## src/rtl/eepw_pkg.sv

```systemverilog
package eepw_pkg;

    localparam int BYTE_W = 8;
    localparam int HI_W   = 2;
    localparam int ADDR_W = BYTE_W + HI_W;
    localparam int CNT_W  = $clog2(BYTE_W + 1);
    localparam logic [3:0] DEV_CODE = 4'b1010;

    typedef struct packed {
        logic [3:0]      code;
        logic            sel;
        logic [HI_W-1:0] hi;
        logic            rd;
    } ctrl_t;

    typedef struct packed {
        logic scl_rise;
        logic scl_fall;
        logic start;
        logic stop;
    } bus_ev_t;

    typedef enum logic [1:0] {
        S_IDLE,
        S_CTRL,
        S_ADDR,
        S_DATA
    } wstate_e;

    function automatic logic ctrl_hit(ctrl_t c, logic strap);
        return (c.code == DEV_CODE) && (c.sel == strap) && !c.rd;
    endfunction

    function automatic logic [ADDR_W-1:0] page_step(logic [ADDR_W-1:0] a,
                                                     logic [ADDR_W-1:0] mask);
        logic [ADDR_W-1:0] inc;
        inc = a + 1'b1;
        return (a & ~mask) | (inc & mask);
    endfunction

endpackage

```

## src/rtl/eepw_bus_events.sv

```systemverilog
module eepw_bus_events
    import eepw_pkg::*;
(
    input  logic    clk,
    input  logic    rst,
    input  logic    scl,
    input  logic    sda,
    output bus_ev_t ev
);

    logic scl_d;
    logic sda_d;

    always_ff @(posedge clk) begin
        if (rst) begin
            scl_d <= 1'b1;
            sda_d <= 1'b1;
        end else begin
            scl_d <= scl;
            sda_d <= sda;
        end
    end

    always_comb begin
        ev.scl_rise = !scl_d && scl;
        ev.scl_fall = scl_d && !scl;
        ev.start    = scl_d && scl && sda_d && !sda;
        ev.stop     = scl_d && scl && !sda_d && sda;
    end

endmodule

```

## src/rtl/eepw_byte_engine.sv

```systemverilog
module eepw_byte_engine
    import eepw_pkg::*;
(
    input  logic              clk,
    input  logic              rst,
    input  logic              scl,
    input  logic              sda,
    input  bus_ev_t           ev,
    input  logic              ack_want,
    output logic [BYTE_W-1:0] rx_byte,
    output logic              byte_done,
    output logic              sda_pull
);

    logic [CNT_W-1:0] bit_cnt;
    logic             ack_phase;
    logic             ack_pend;

    always_ff @(posedge clk) begin
        if (rst || ev.start || ev.stop) begin
            bit_cnt   <= '0;
            ack_phase <= 1'b0;
            ack_pend  <= 1'b0;
            sda_pull  <= 1'b0;
            byte_done <= 1'b0;
            if (rst) rx_byte <= '0;
        end else begin
            byte_done <= 1'b0;
            if (byte_done) ack_pend <= ack_want;
            if (ev.scl_rise && !ack_phase && bit_cnt < CNT_W'(BYTE_W)) begin
                rx_byte <= {rx_byte[BYTE_W-2:0], sda};
                bit_cnt <= bit_cnt + 1'b1;
                if (bit_cnt == CNT_W'(BYTE_W - 1)) byte_done <= 1'b1;
            end
            if (ev.scl_fall) begin
                if (!ack_phase && bit_cnt == CNT_W'(BYTE_W)) begin
                    ack_phase <= 1'b1;
                    sda_pull  <= ack_pend;
                end else if (ack_phase) begin
                    ack_phase <= 1'b0;
                    sda_pull  <= 1'b0;
                    bit_cnt   <= '0;
                end
            end
        end
    end


    ack_edge_chk: assert property (@(posedge clk) disable iff (rst)
        !$stable(sda_pull) |-> (!scl || $past(ev.start || ev.stop)));


    cond_clears_chk: assert property (@(posedge clk) disable iff (rst)
        (ev.start || ev.stop) |=> (bit_cnt == '0 && !sda_pull));

endmodule

```

## src/rtl/eepw_txn_ctrl.sv

```systemverilog
module eepw_txn_ctrl
    import eepw_pkg::*;
#(
    parameter int PAGE_W = 4
)(
    input  logic              clk,
    input  logic              rst,
    input  bus_ev_t           ev,
    input  logic              byte_done,
    input  logic [BYTE_W-1:0] rx_byte,
    input  logic              strap,
    input  logic              wp,
    input  logic              busy,
    output logic              ack_want,
    output logic              ptr_load,
    output logic [ADDR_W-1:0] ptr_addr,
    output logic              byte_wr,
    output logic [ADDR_W-1:0] wr_addr,
    output logic [BYTE_W-1:0] wr_data,
    output logic              commit_req
);

    localparam logic [ADDR_W-1:0] PAGE_MASK = ADDR_W'((1 << PAGE_W) - 1);

    wstate_e         state;
    logic            wrote;
    logic [HI_W-1:0] hi_q;
    ctrl_t           ctrl;

    assign ctrl = ctrl_t'(rx_byte);

    always_comb begin
        unique case (state)
            S_CTRL:  ack_want = ctrl_hit(ctrl, strap) && !busy;
            S_ADDR:  ack_want = 1'b1;
            S_DATA:  ack_want = !wp;
            default: ack_want = 1'b0;
        endcase
    end

    always_ff @(posedge clk) begin
        if (rst) begin
            state      <= S_IDLE;
            wrote      <= 1'b0;
            hi_q       <= '0;
            ptr_addr   <= '0;
            ptr_load   <= 1'b0;
            byte_wr    <= 1'b0;
            wr_addr    <= '0;
            wr_data    <= '0;
            commit_req <= 1'b0;
        end else begin
            ptr_load   <= 1'b0;
            byte_wr    <= 1'b0;
            commit_req <= 1'b0;
            if (ev.start) begin
                state <= S_CTRL;
                wrote <= 1'b0;
            end else if (ev.stop) begin
                commit_req <= (state == S_DATA) && wrote;
                state      <= S_IDLE;
                wrote      <= 1'b0;
            end else if (byte_done) begin
                unique case (state)
                    S_CTRL: begin
                        if (ack_want) begin
                            hi_q  <= ctrl.hi;
                            state <= S_ADDR;
                        end else begin
                            state <= S_IDLE;
                        end
                    end
                    S_ADDR: begin
                        ptr_addr <= {hi_q, rx_byte};
                        ptr_load <= 1'b1;
                        state    <= S_DATA;
                    end
                    S_DATA: begin
                        if (ack_want) begin
                            byte_wr  <= 1'b1;
                            wr_addr  <= ptr_addr;
                            wr_data  <= rx_byte;
                            ptr_addr <= page_step(ptr_addr, PAGE_MASK);
                            wrote    <= 1'b1;
                        end else begin
                            state <= S_IDLE;
                        end
                    end
                    default: state <= S_IDLE;
                endcase
            end
        end
    end


    no_wr_under_wp_chk: assert property (@(posedge clk) disable iff (rst)
        byte_wr |-> !$past(wp));


    page_wrap_chk: assert property (@(posedge clk) disable iff (rst)
        byte_wr |-> ((ptr_addr & ~PAGE_MASK) == (wr_addr & ~PAGE_MASK)
                     && (ptr_addr & PAGE_MASK) == ((wr_addr + 1'b1) & PAGE_MASK)));


    commit_on_stop_chk: assert property (@(posedge clk) disable iff (rst)
        commit_req |-> $past(ev.stop));


    strobe_excl_chk: assert property (@(posedge clk) disable iff (rst)
        $onehot0({ptr_load, byte_wr, commit_req}));

endmodule

```

## src/rtl/eepw_slave_wr.sv

```systemverilog
module eepw_slave_wr
    import eepw_pkg::*;
#(
    parameter int PAGE_W = 4
)(
    input  logic        clk,
    input  logic        rst,
    input  logic        scl_i,
    input  logic        sda_i,
    input  logic        strap_sel,
    input  logic        wp,
    input  logic        busy,
    output logic        sda_pull,
    output logic        ptr_load,
    output logic [9:0]  ptr_addr,
    output logic        byte_wr,
    output logic [9:0]  wr_addr,
    output logic [7:0]  wr_data,
    output logic        commit_req
);

    bus_ev_t           ev;
    logic [BYTE_W-1:0] rx_byte;
    logic              byte_done;
    logic              ack_want;

    eepw_bus_events u_ev (
        .clk (clk),
        .rst (rst),
        .scl (scl_i),
        .sda (sda_i),
        .ev  (ev)
    );

    eepw_byte_engine u_bytes (
        .clk       (clk),
        .rst       (rst),
        .scl       (scl_i),
        .sda       (sda_i),
        .ev        (ev),
        .ack_want  (ack_want),
        .rx_byte   (rx_byte),
        .byte_done (byte_done),
        .sda_pull  (sda_pull)
    );

    eepw_txn_ctrl #(.PAGE_W(PAGE_W)) u_txn (
        .clk        (clk),
        .rst        (rst),
        .ev         (ev),
        .byte_done  (byte_done),
        .rx_byte    (rx_byte),
        .strap      (strap_sel),
        .wp         (wp),
        .busy       (busy),
        .ack_want   (ack_want),
        .ptr_load   (ptr_load),
        .ptr_addr   (ptr_addr),
        .byte_wr    (byte_wr),
        .wr_addr    (wr_addr),
        .wr_data    (wr_data),
        .commit_req (commit_req)
    );

endmodule

```

## config.mk

```make
export PLATFORM = sky130hd
export DESIGN_NAME = eepw_slave_wr
export DESIGN_NICKNAME = d
export VERILOG_FILES = /design/src/rtl/eepw_pkg.sv /design/src/rtl/eepw_bus_events.sv /design/src/rtl/eepw_byte_engine.sv /design/src/rtl/eepw_txn_ctrl.sv /design/src/rtl/eepw_slave_wr.sv
export SDC_FILE = /design/constraint.sdc
export NUM_CORES = 1
export LEC_CHECK = 0
export ABC_AREA = 0
export BUFFER_PORTS_ARGS = -buffer_cell sky130_fd_sc_hd__buf_2
export CORE_MARGIN = 2
export CORE_UTILIZATION = 35
export CTS_BUF_LIST = sky130_fd_sc_hd__clkbuf_2
export CTS_CLUSTER_SIZE = 40
export DETAILED_ROUTE_END_ITERATION = 8
export GPL_TIMING_DRIVEN = 0
export PLACE_DENSITY = 0.58
export SLEW_MARGIN = 20
export SYNTH_ARGS = -nofsm -noshare
export SYNTH_HDL_FRONTEND = slang
export SYNTH_HIERARCHICAL = 1
export SYNTH_SLANG_ARGS = --single-unit
```

## constraint.sdc

```tcl
create_clock -name clk -period 2.91 [get_ports clk]
set_clock_uncertainty 0.1 [all_clocks]
set_input_delay 0.873 -clock clk [delete_from_list [all_inputs] [get_ports clk]]
set_output_delay 0.873 -clock clk [all_outputs]
set_load 0.05 [all_outputs]
```

==> results.cfg, run 1 <==
[worst_setup_path]
cp_num_buf_inv = 2
criticalPathCategory = input port to flop
timing.critical_path.max_delay_family = simple AND/OR/NAND/NOR gates
r2r.worst_path.cells = 9
start_kind = input port
setup.worst_path.end_class = flop
slowest_delay_ps = 550
path_cells = buf_2 -> and4b_1 -> or3b_2 -> nor2_1 -> a21boi_2 -> buf_6 -> mux2i_1 -> nor2_1
path_common_cell = nor2_1
crit_cells = 8
path_max_fanout = 10
required_ps = 3140
crit_slowest_cell = or3b_2
critPathArrivalTime_ps = 2640

[synthesis]
synth_nets = 250
ys_warn_count = 6
yosysSeqAreaShare_pct = 48.0
avgSynthCellArea_um2 = 10.2
synthArstFlopShare_pct = 0
synth_edf_count = 8
netlist_instances = 236
synth_seq_cells = 54
synthDistinctLibCells = 53
synth-main-ff-cell = dfxtp_1
synth.cell_area_mm2 = 0.00242

[clocking]
postCtsHoldBufs = 0
htree_num_levels = 2
cts_buffers = 5
cts.repair.resized = 0
clockBufferDepth = 2
cts.reportedPaths.clkPinSlew_ps = 280
cts_root_buf = clkbuf_2
clk_latency_ps = 440
cts_sinks = 54
postCtsSetupBuffers = 0
tritoncts = built

[route]
drcViolationCount = 0
via_per_inst = 4.99
wl_mm = 5.06
drtIter0Drc = 112
wire_per_inst_um = 14.0
dr.pass1.iters = 4
num_vias = 1805
route.antenna.remaining_nets = 0

[worst_hold_path]
hold_class = flop to flop
hold_depth = 2

[place]
placed_cells_incl_taps = 354
port_buffers = 38
place.gp.congestion = 0.812
dpl.hpwl_mm = 3.71
post-place-ws_ps = 28.0

[sta]
setup_ws_ps = 498
setup-tns-final_ps = 0
fin_crit_ps = 2410
maxSlewViolCount = 0
max_slew_margin_pct = 63.7
setup_violations = 0
finalCritPeriodShare_pct = 82.9
worst_slew_pin_slew_ps = 544
final-hold-violation-count = 0
fmax_mhz = 415
rsz0062_at_grt = no

[layout]
drive_gt1_share_pct = 21.6
nets = 295
layout.cells.non_filler = 362
antenna_cells = 0
n_fill_cell = 683
postLayoutCoreUtil_pct = 41.1
area_delta_synth_final_pct = 14.8
multiInputGateArea_mm2 = 0.00117
final_common_cell = dfxtp_1
regArea_mm2 = 0.00116
layout_common_cells = dfxtp_1, nor2_1, buf_2, mux2i_1, and2_1

[global_route]
grt-ovfl-total = 0
grt_pass1_vias = 1709
gr-usage-all-layers_pct = 13.7
antenna_found_initial = 0
grt_max_degree = 18
grt_first_pass_wirelength_mm = 8.04

[floorplan]
die_y_um = 87.1
die_area_mm2 = 0.00759
core_region_area_mm2 = 0.00676
die_w_um = 87.1
pin_count = 39
start_util_pct = 35.8
rows = 30

[outcome]
status = completed

[power]
leakage_nw = 1.16
powerDensity_mw_per_mm2 = 443
vdd_drop_max_v = 0.000183

[flow_run]
drv_cap = 0
stage by stage:
step / hold WS [ps] / power [W] / area [um^2]
3_3_place_gp: 368 / 0.000855 / 2710
5_1_grt: 412 / 0.00128 / 2780
4_1_cts: 413 / 0.00125 / 2780
3_5_place_dp: 378 / 0.000856 / 2710
2_1_floorplan: 344 / 0.000831 / 2420
6_report: 408 / 0.00123 / 2780
area by class of cell:
class | count | area share (%)
sequential | 54 | 41.8
inverter | 6 | 0.811
buffer | 10 | 2.43
multi-input combinational | 166 | 42.0
clock buffer | 5 | 0.901
clock inverter | 3 | 1.53
tap | 80 | 3.61
timing repair buffer | 38 | 6.85
flip-flops by register name (all words and copies together), names as in the netlist:
name	flops
u_txn/byte_wr	1
u_txn/state	2
u_bytes/rx_byte	8
u_ev/scl_d	1
u_bytes/byte_done	1
u_txn/commit_req	1
u_txn/wr_data	8
u_bytes/ack_pend	1
u_txn/hi_q	2
u_txn/ptr_addr	10
u_bytes/ack_phase	1
u_txn/ptr_load	1
u_txn/wr_addr	10
u_bytes/bit_cnt	4
u_ev/sda_d	1
u_bytes/sda_pull	1
u_txn/wrote	1
per-layer routing:
layer | vias up | share of wire (%) | global-route usage (%)
li1 | 914 | - | -
met4 | 0 | 1.4 | 5.31
met1 | 851 | 49 | 17.9
met3 | 6 | 3.3 | 2.94
met2 | 34 | 46 | 22.1
met5 | - | 0 | 0
report_power, final:
part	switching (W)	internal, W
Sequential	0.0000134	0.000773
Clock	0.000242	0.000146
Combinational	0.0000344	0.0000215
Total	0.000290	0.000940
worst register-to-register path: stages, from the launching register on:
cell and delay [ps]:
dfxtp_1 470, inv_1 90, ha_1 200, clkbuf_1 190
or2b_2 350, nor2_1 140, a21boi_2 240, buf_6 200
mux2i_1 200, nor2_1 50
path summary, 6_finish.rpt:
| path | start | endpoint | slack, ps |
|---|---|---|---|
| hold reg to reg | u_txn/wrote$_SDFFE_PP0P_ | u_txn/commit_req$_SDFF_PP0_ | 410 |
| setup reg to reg | u_txn/state[0]$_SDFFE_PP0P_ | u_txn/wr_addr[3]$_SDFFE_PP0P_ | 610 |
| hold / removal | u_txn/wrote$_SDFFE_PP0P_ | u_txn/commit_req$_SDFF_PP0_ | 410 |
| setup / recovery | scl_i | u_txn/wr_addr[3]$_SDFFE_PP0P_ | 500 |
cells by family (layout without fill, tap and decap cells):
| group | after synthesis | count (layout) | synth area share, % |
|---|---|---|---|
| XOR/XNOR | 3 | 3 | 1.09 |
| adder cells (fa/ha/maj) | 7 | 7 | 3.62 |
| AND/OR/NAND/NOR | 94 | 94 | 21.8 |
| flip-flops | 54 | 54 | 48.0 |
| buffers and inverters | 16 | 62 | 3.72 |
| multiplexers | 31 | 31 | 12.9 |
| AO/OA/AOI/OAI | 31 | 31 | 8.85 |
cells in the mapped netlist, drive strengths merged (4+ instances only):
| cell type | number | area, um^2 |
|---|---|---|
| ha | 7 | 87.6 |
| o21ai | 6 | 30.0 |
| clkbuf | 6 | 32.5 |
| nor2b | 4 | 25.0 |
| and4b | 4 | 43.8 |
| and2 | 9 | 56.3 |
| dfxtp | 46 | 921 |
| a21o | 5 | 37.5 |
| mux2i | 30 | 300 |
| nand2 | 5 | 18.8 |
| a21oi | 7 | 35.0 |
| nand3 | 4 | 20.0 |
| nor2 | 42 | 158 |
| buf | 4 | 35.0 |
| edfxtp | 8 | 240 |
| inv | 5 | 18.8 |
Note: power is estimated with default switching activity, not from simulation.
==> run 2: changes to the inputs <==
Settings changed: PLACE_DENSITY 0.58 to 0.6.
Clock period 2.91 ns to 2.2 ns, I/O delays scaled along.
==> run 2 against run 1 <==
Routed wire length rose by 3.7%. Die area stayed put. Sequential power is 32% higher. Sequential cell count unchanged. Clock-buffer cell count rose by 1. Global-route usage increased by 0.32 points. First-iteration DRC count decreased by 26%. Combinational power increased by 61%. Design area is 4.5% higher. Critical endpoint is now u_txn/wr_data[0]$_SDFFE_PP0P_. Highest routed layer unchanged.
==> results.cfg, run 2 (synthesized netlist as in run 1, its figures left out) <==
[outcome]
status = completed

[global_route]
grt_max_degree = 17
grt_pass1_vias = 1666
antenna_found_initial = 0
gr-usage-all-layers_pct = 14.0
grt-ovfl-total = 0
grt_first_pass_wirelength_mm = 8.19
use_met3_pct = 3.03
grtUsageMet1_pct = 18.9
grt_busiest_layer = met2
use_met2_pct = 21.8

[worst_setup_path]
r2r.worst_path.cells = 7
crit_slowest_cell = edfxtp_1
criticalPathCategory = flop to flop
r2r_setup_slack_ps = 60
start_kind = flop
required_ps = 2420
path_cells = or3b_4 -> or3_4 -> a21boi_4 -> buf_4 -> clkbuf_16 -> mux2i_1 -> nor2_1
path_max_fanout = 5
setup.worst_path.end_class = flop
r2r-end = u_txn/wr_data[0]$_SDFFE_PP0P_
critPathArrivalTime_ps = 2360
reg2reg_from = u_bytes/rx_byte[0]$_SDFFCE_PP0P_
slowest_delay_ps = 490

[layout]
nets = 302
antenna_cells = 0
final_common_cell = dfxtp_1
layout_common_cells = dfxtp_1, nor2_1, buf_2, mux2i_1, and2_1
area_delta_synth_final_pct = 19.9
drive_gt1_share_pct = 28.0
largestRegisters = u_txn/ptr_addr: 10 flops, u_txn/wr_addr: 10 flops
design_area_mm2 = 0.00290

[clocking]
cts_sinks = 54
tritoncts = built
cts_buffers = 5
cts.reportedPaths.clkPinSlew_ps = 240
cts_root_buf = clkbuf_2
htree_num_levels = 2
clockBufferDepth = 2
clk_latency_ps = 410

[route]
wire_per_inst_um = 14.2
num_vias = 1841
wl_mm = 5.25
drtIter0Drc = 83
route.antenna.remaining_nets = 0
via_per_inst = 4.99
drcViolationCount = 0
dr.pass1.iters = 4

[place]
place.gp.congestion = 0.805
port_buffers = 38
post-place-ws_ps = -334
dpl.hpwl_mm = 3.71
place_area_mm2 = 0.00272

[power]
powerDensity_mw_per_mm2 = 524
leakage_nw = 1.21
vdd_drop_max_v = 0.000175

[worst_hold_path]
hold_depth = 2
min_from = sda_i
hold_class = input port to flop
holdPathEnd = u_ev/sda_d$_SDFF_PP1_

[floorplan]
pin_count = 39
rows = 30
die_y_um = 87.1
start_util_pct = 35.8
core_region_area_mm2 = 0.00676
die_area_mm2 = 0.00759
die_w_um = 87.1

[flow_run]
drv_cap = 0

[sta]
fin_crit_ps = 2140
fmax_mhz = 467
final-hold-violation-count = 0
setup_ws_ps = 59.8
worst_slew_pin_slew_ps = 541
setup_violations = 0
maxSlewViolCount = 0
max_slew_margin_pct = 63.6
finalCritPeriodShare_pct = 97.3
## run 2: cell types whose count changed in the layout (fill, tap and decap cells not counted), moves of 2 or more
cell	change
or3b_4	+2
and4b_1	-2
buf_4	+7
ha_1	-2
and4b_2	+2
dfxtp_1	-3
dfxtp_2	+2
## run 2: final cells by class
cell class,count,area (um^2)
tap,80,100
timing repair buffer,46,268
clock inverter,2,12.5
multi-input combinational,166,1230
fill,684,3860
buffer,9,72.6
inverter,6,22.5
clock buffer,6,30.0
sequential,54,1170
## run 2: power breakdown
group,internal (W),switching [W],leakage (nW)
Combinational,0.0000387,0.0000511,0.727
Sequential,0.00102,0.0000173,0.455
Clock,0.0000847,0.000305,0.0310
## run 2: worst max-delay path, delay by kind of cell (launching register included)
kind / cells / cell delay (ps)
mux: 1 / 170
flops: 1 / 490
compound gates: 1 / 170
buf+inv: 2 / 280
simple gates: 3 / 830
## run 2: repair_timing
action,CTS,global route
endpoints found under the setup margin,18,29
gates cloned,0,1
hold buffers,0,0
pin swaps,0,4
buffers inserted,1,6
gates resized for setup,5,11
## run 2: worst max-delay path by stage
stage / depth (start not counted) / start / end / slack (ps)
final: 7 / u_bytes/rx_byte[0]$_SDFFCE_PP0P_ / u_txn/wr_data[0]$_SDFFE_PP0P_ / 60
after global routing: 7 / u_bytes/rx_byte[0]$_SDFFCE_PP0P_ / u_txn/wr_addr[0]$_SDFFE_PP0P_ / -20
after CTS: 6 / u_bytes/rx_byte[0]$_SDFFCE_PP0P_ / u_txn/wr_data[2]$_SDFFE_PP0P_ / 6
after detailed placement: 8 / scl_i / u_txn/wr_addr[3]$_SDFFE_PP0P_ / -330
after global placement: 8 / scl_i / u_txn/wr_addr[4]$_SDFFE_PP0P_ / -320
after floorplan: 7 / sda_i / u_txn/wr_addr[9]$_SDFFE_PP0P_ / -40
## run 2: routing by layer
metal  vias up  share of wire (%)
met5         -                  0
met4         0                1.4
met3         6                3.0
met2        31                 46
met1       877                 49
li1        927                  -
## run 2: per-stage QoR
stage	TNS (ps)	cells	util [%]	total power (W)	hold WS [ps]
after floorplan	-631	236	-	0.00110	343
after global placement	-9890	354	40.2	0.00113	367
after detailed placement	-10410	354	40.2	0.00113	375
after CTS	0	363	41.1	0.00153	322
after global routing	-44.1	369	42.9	0.00159	298
final	0	369	42.9	0.00152	361
==> run 3: changes to the inputs <==
Settings changed: BUFFER_PORTS_ARGS -buffer_cell sky130_fd_sc_hd__buf_2 to -buffer_cell sky130_fd_sc_hd__buf_4.
==> run 3 against run 2 <==
Core utilization grew 1.9 points. Sequential cell count stayed put. Setup slack worse by 71 ps. Via count is 0.49% higher. The run now ends with negative setup slack left. Sequential power about the same. Clock-buffer cell count shrank 1. Register-to-register slack worse by 70 ps. Non-clock buffer count is 2 higher. Combinational power is 3.1% higher. Highest routed layer unchanged. Critical path depth down 1.
==> results.cfg, run 3 (synthesized netlist as in run 1, its figures left out) <==
[outcome]
status = finished, violations left
failed_checks = negative setup slack

[place]
place_area_mm2 = 0.00281
place.gp.congestion = 0.810
port_buffers = 38
dpl.hpwl_mm = 3.76

[clocking]
cts.reportedPaths.clkPinSlew_ps = 260
cts_buffers = 5
postCtsHoldBufs = 0
tritoncts = built
htree_num_levels = 2
cts_sinks = 54
clockBufferDepth = 2
cts_root_buf = clkbuf_2
clk_latency_ps = 430

[worst_setup_path]
start_kind = flop
r2r_setup_slack_ps = -10
reg2reg_from = u_bytes/rx_byte[4]$_SDFFCE_PP0P_
r2r.worst_path.cells = 6
setup.worst_path.end_class = flop
required_ps = 2440
path_max_fanout = 5
criticalPathCategory = flop to flop
critPathArrivalTime_ps = 2460
r2r-end = u_txn/wr_addr[4]$_SDFFE_PP0P_

[global_route]
use_met3_pct = 3.32
use_met2_pct = 23.8
antenna_found_initial = 0
grt_first_pass_wirelength_mm = 8.78
grt_pass1_vias = 1767
grtUsageMet1_pct = 20.1
grt-ovfl-total = 0
gr-usage-all-layers_pct = 15.0
grt_busiest_layer = met2
grt_max_degree = 18

[power]
leakage_nw = 1.23
total_power_w = 0.00164
vdd_drop_max_v = 0.000254
powerDensity_mw_per_mm2 = 539

[layout]
design_area_mm2 = 0.00303
area_delta_synth_final_pct = 25.3
antenna_cells = 0
largestRegisters = u_txn/ptr_addr: 10 flops, u_txn/wr_addr: 10 flops
final_common_cell = buf_4
layout_common_cells = buf_4, dfxtp_1, nor2_1, mux2i_1, and2_1
nets = 304
drive_gt1_share_pct = 29.2

[route]
wl_mm = 5.45
drtIter0Drc = 72
num_vias = 1850
wire_per_inst_um = 14.7
route.antenna.remaining_nets = 0
drcViolationCount = 0
via_per_inst = 4.99
dr.pass1.iters = 4

[worst_hold_path]
holdPathEnd = u_ev/sda_d$_SDFF_PP1_
min_from = sda_i
hold_depth = 2
hold_class = input port to flop

[floorplan]
core_region_area_mm2 = 0.00676
start_util_pct = 35.8
die_area_mm2 = 0.00759
pin_count = 39
rows = 30
die_w_um = 87.1
die_y_um = 87.1

[flow_run]
drv_cap = 0

[sta]
fin_crit_ps = 2210
fmax_mhz = 452
setup_violations = 1
final-hold-violation-count = 0
rsz0062_at_grt = yes
worst_slew_pin_slew_ps = 534
max_slew_margin_pct = 64.1
finalCritPeriodShare_pct = 100
setup_ws_ps = -10.9
maxSlewViolCount = 0
run 3: through the flow:
stage / hold WS, ps / setup slack (ps) / TNS [ps] / instances / utilization (%)
final: 316 / -10.9 / -10.9 / 371 / 44.9
after global routing: 265 / -44.3 / -483 / 371 / 44.9
after CTS: 275 / 4.74 / 0 / 366 / 43.3
after detailed placement: 378 / -340 / -10130 / 354 / 41.6
after global placement: 374 / -322 / -9970 / 354 / 41.6
after floorplan: 343 / -39.9 / -631 / 236 / -
run 3: worst max-delay path, cell delays in order, from the launching register on:
cell and delay (ps):
edfxtp_1 470, or3b_4 430, or3_4 370, a21boi_4 290, clkbuf_16 220, mux2i_1 190, nor2_1 50
run 3: where the power goes:
part           switching, W  total [W]  internal [W]
Clock              0.000313   0.000506      0.000193
Combinational     0.0000512  0.0000926     0.0000414
Sequential        0.0000156    0.00104       0.00102
Total              0.000379    0.00164       0.00126
run 3: how the worst max path moves through the flow:
| stage | from | to | cells past startpoint |
|---|---|---|---|
| after CTS | u_bytes/rx_byte[0]$_SDFFCE_PP0P_ | u_txn/wr_addr[3]$_SDFFE_PP0P_ | 6 |
| after floorplan | sda_i | u_txn/wr_addr[9]$_SDFFE_PP0P_ | 7 |
| after global placement | scl_i | u_txn/wr_data[5]$_SDFFE_PP0P_ | 8 |
| after detailed placement | scl_i | u_txn/wr_addr[4]$_SDFFE_PP0P_ | 8 |
| after global routing | u_txn/state[1]$_SDFFE_PP0P_ | u_txn/wr_addr[9]$_SDFFE_PP0P_ | 8 |
| final | u_bytes/rx_byte[4]$_SDFFCE_PP0P_ | u_txn/wr_addr[4]$_SDFFE_PP0P_ | 6 |
run 3: layout make-up:
type                       count  area, um^2
sequential                    54        1170
buffer                         9        67.6
clock buffer                   5        25.0
timing repair buffer          48         385
inverter                       6        26.3
fill                         679        3720
multi-input combinational    166        1220
tap                           80         100
clock inverter                 3        42.5
run 3: layer usage:
layer  routed length (um)  part of all wire [%]
met1                 2660                    49
met3                  212                   3.9
met4                  104                   1.9
met2                 2470                    45
met5                    0                     0
run 3: timing repair:
item,4_1_cts,5_1_grt
cloned,1,1
setup buffers,4,4
gates resized for setup,6,13
endpoints found under the setup margin,18,29
pin swaps,0,4
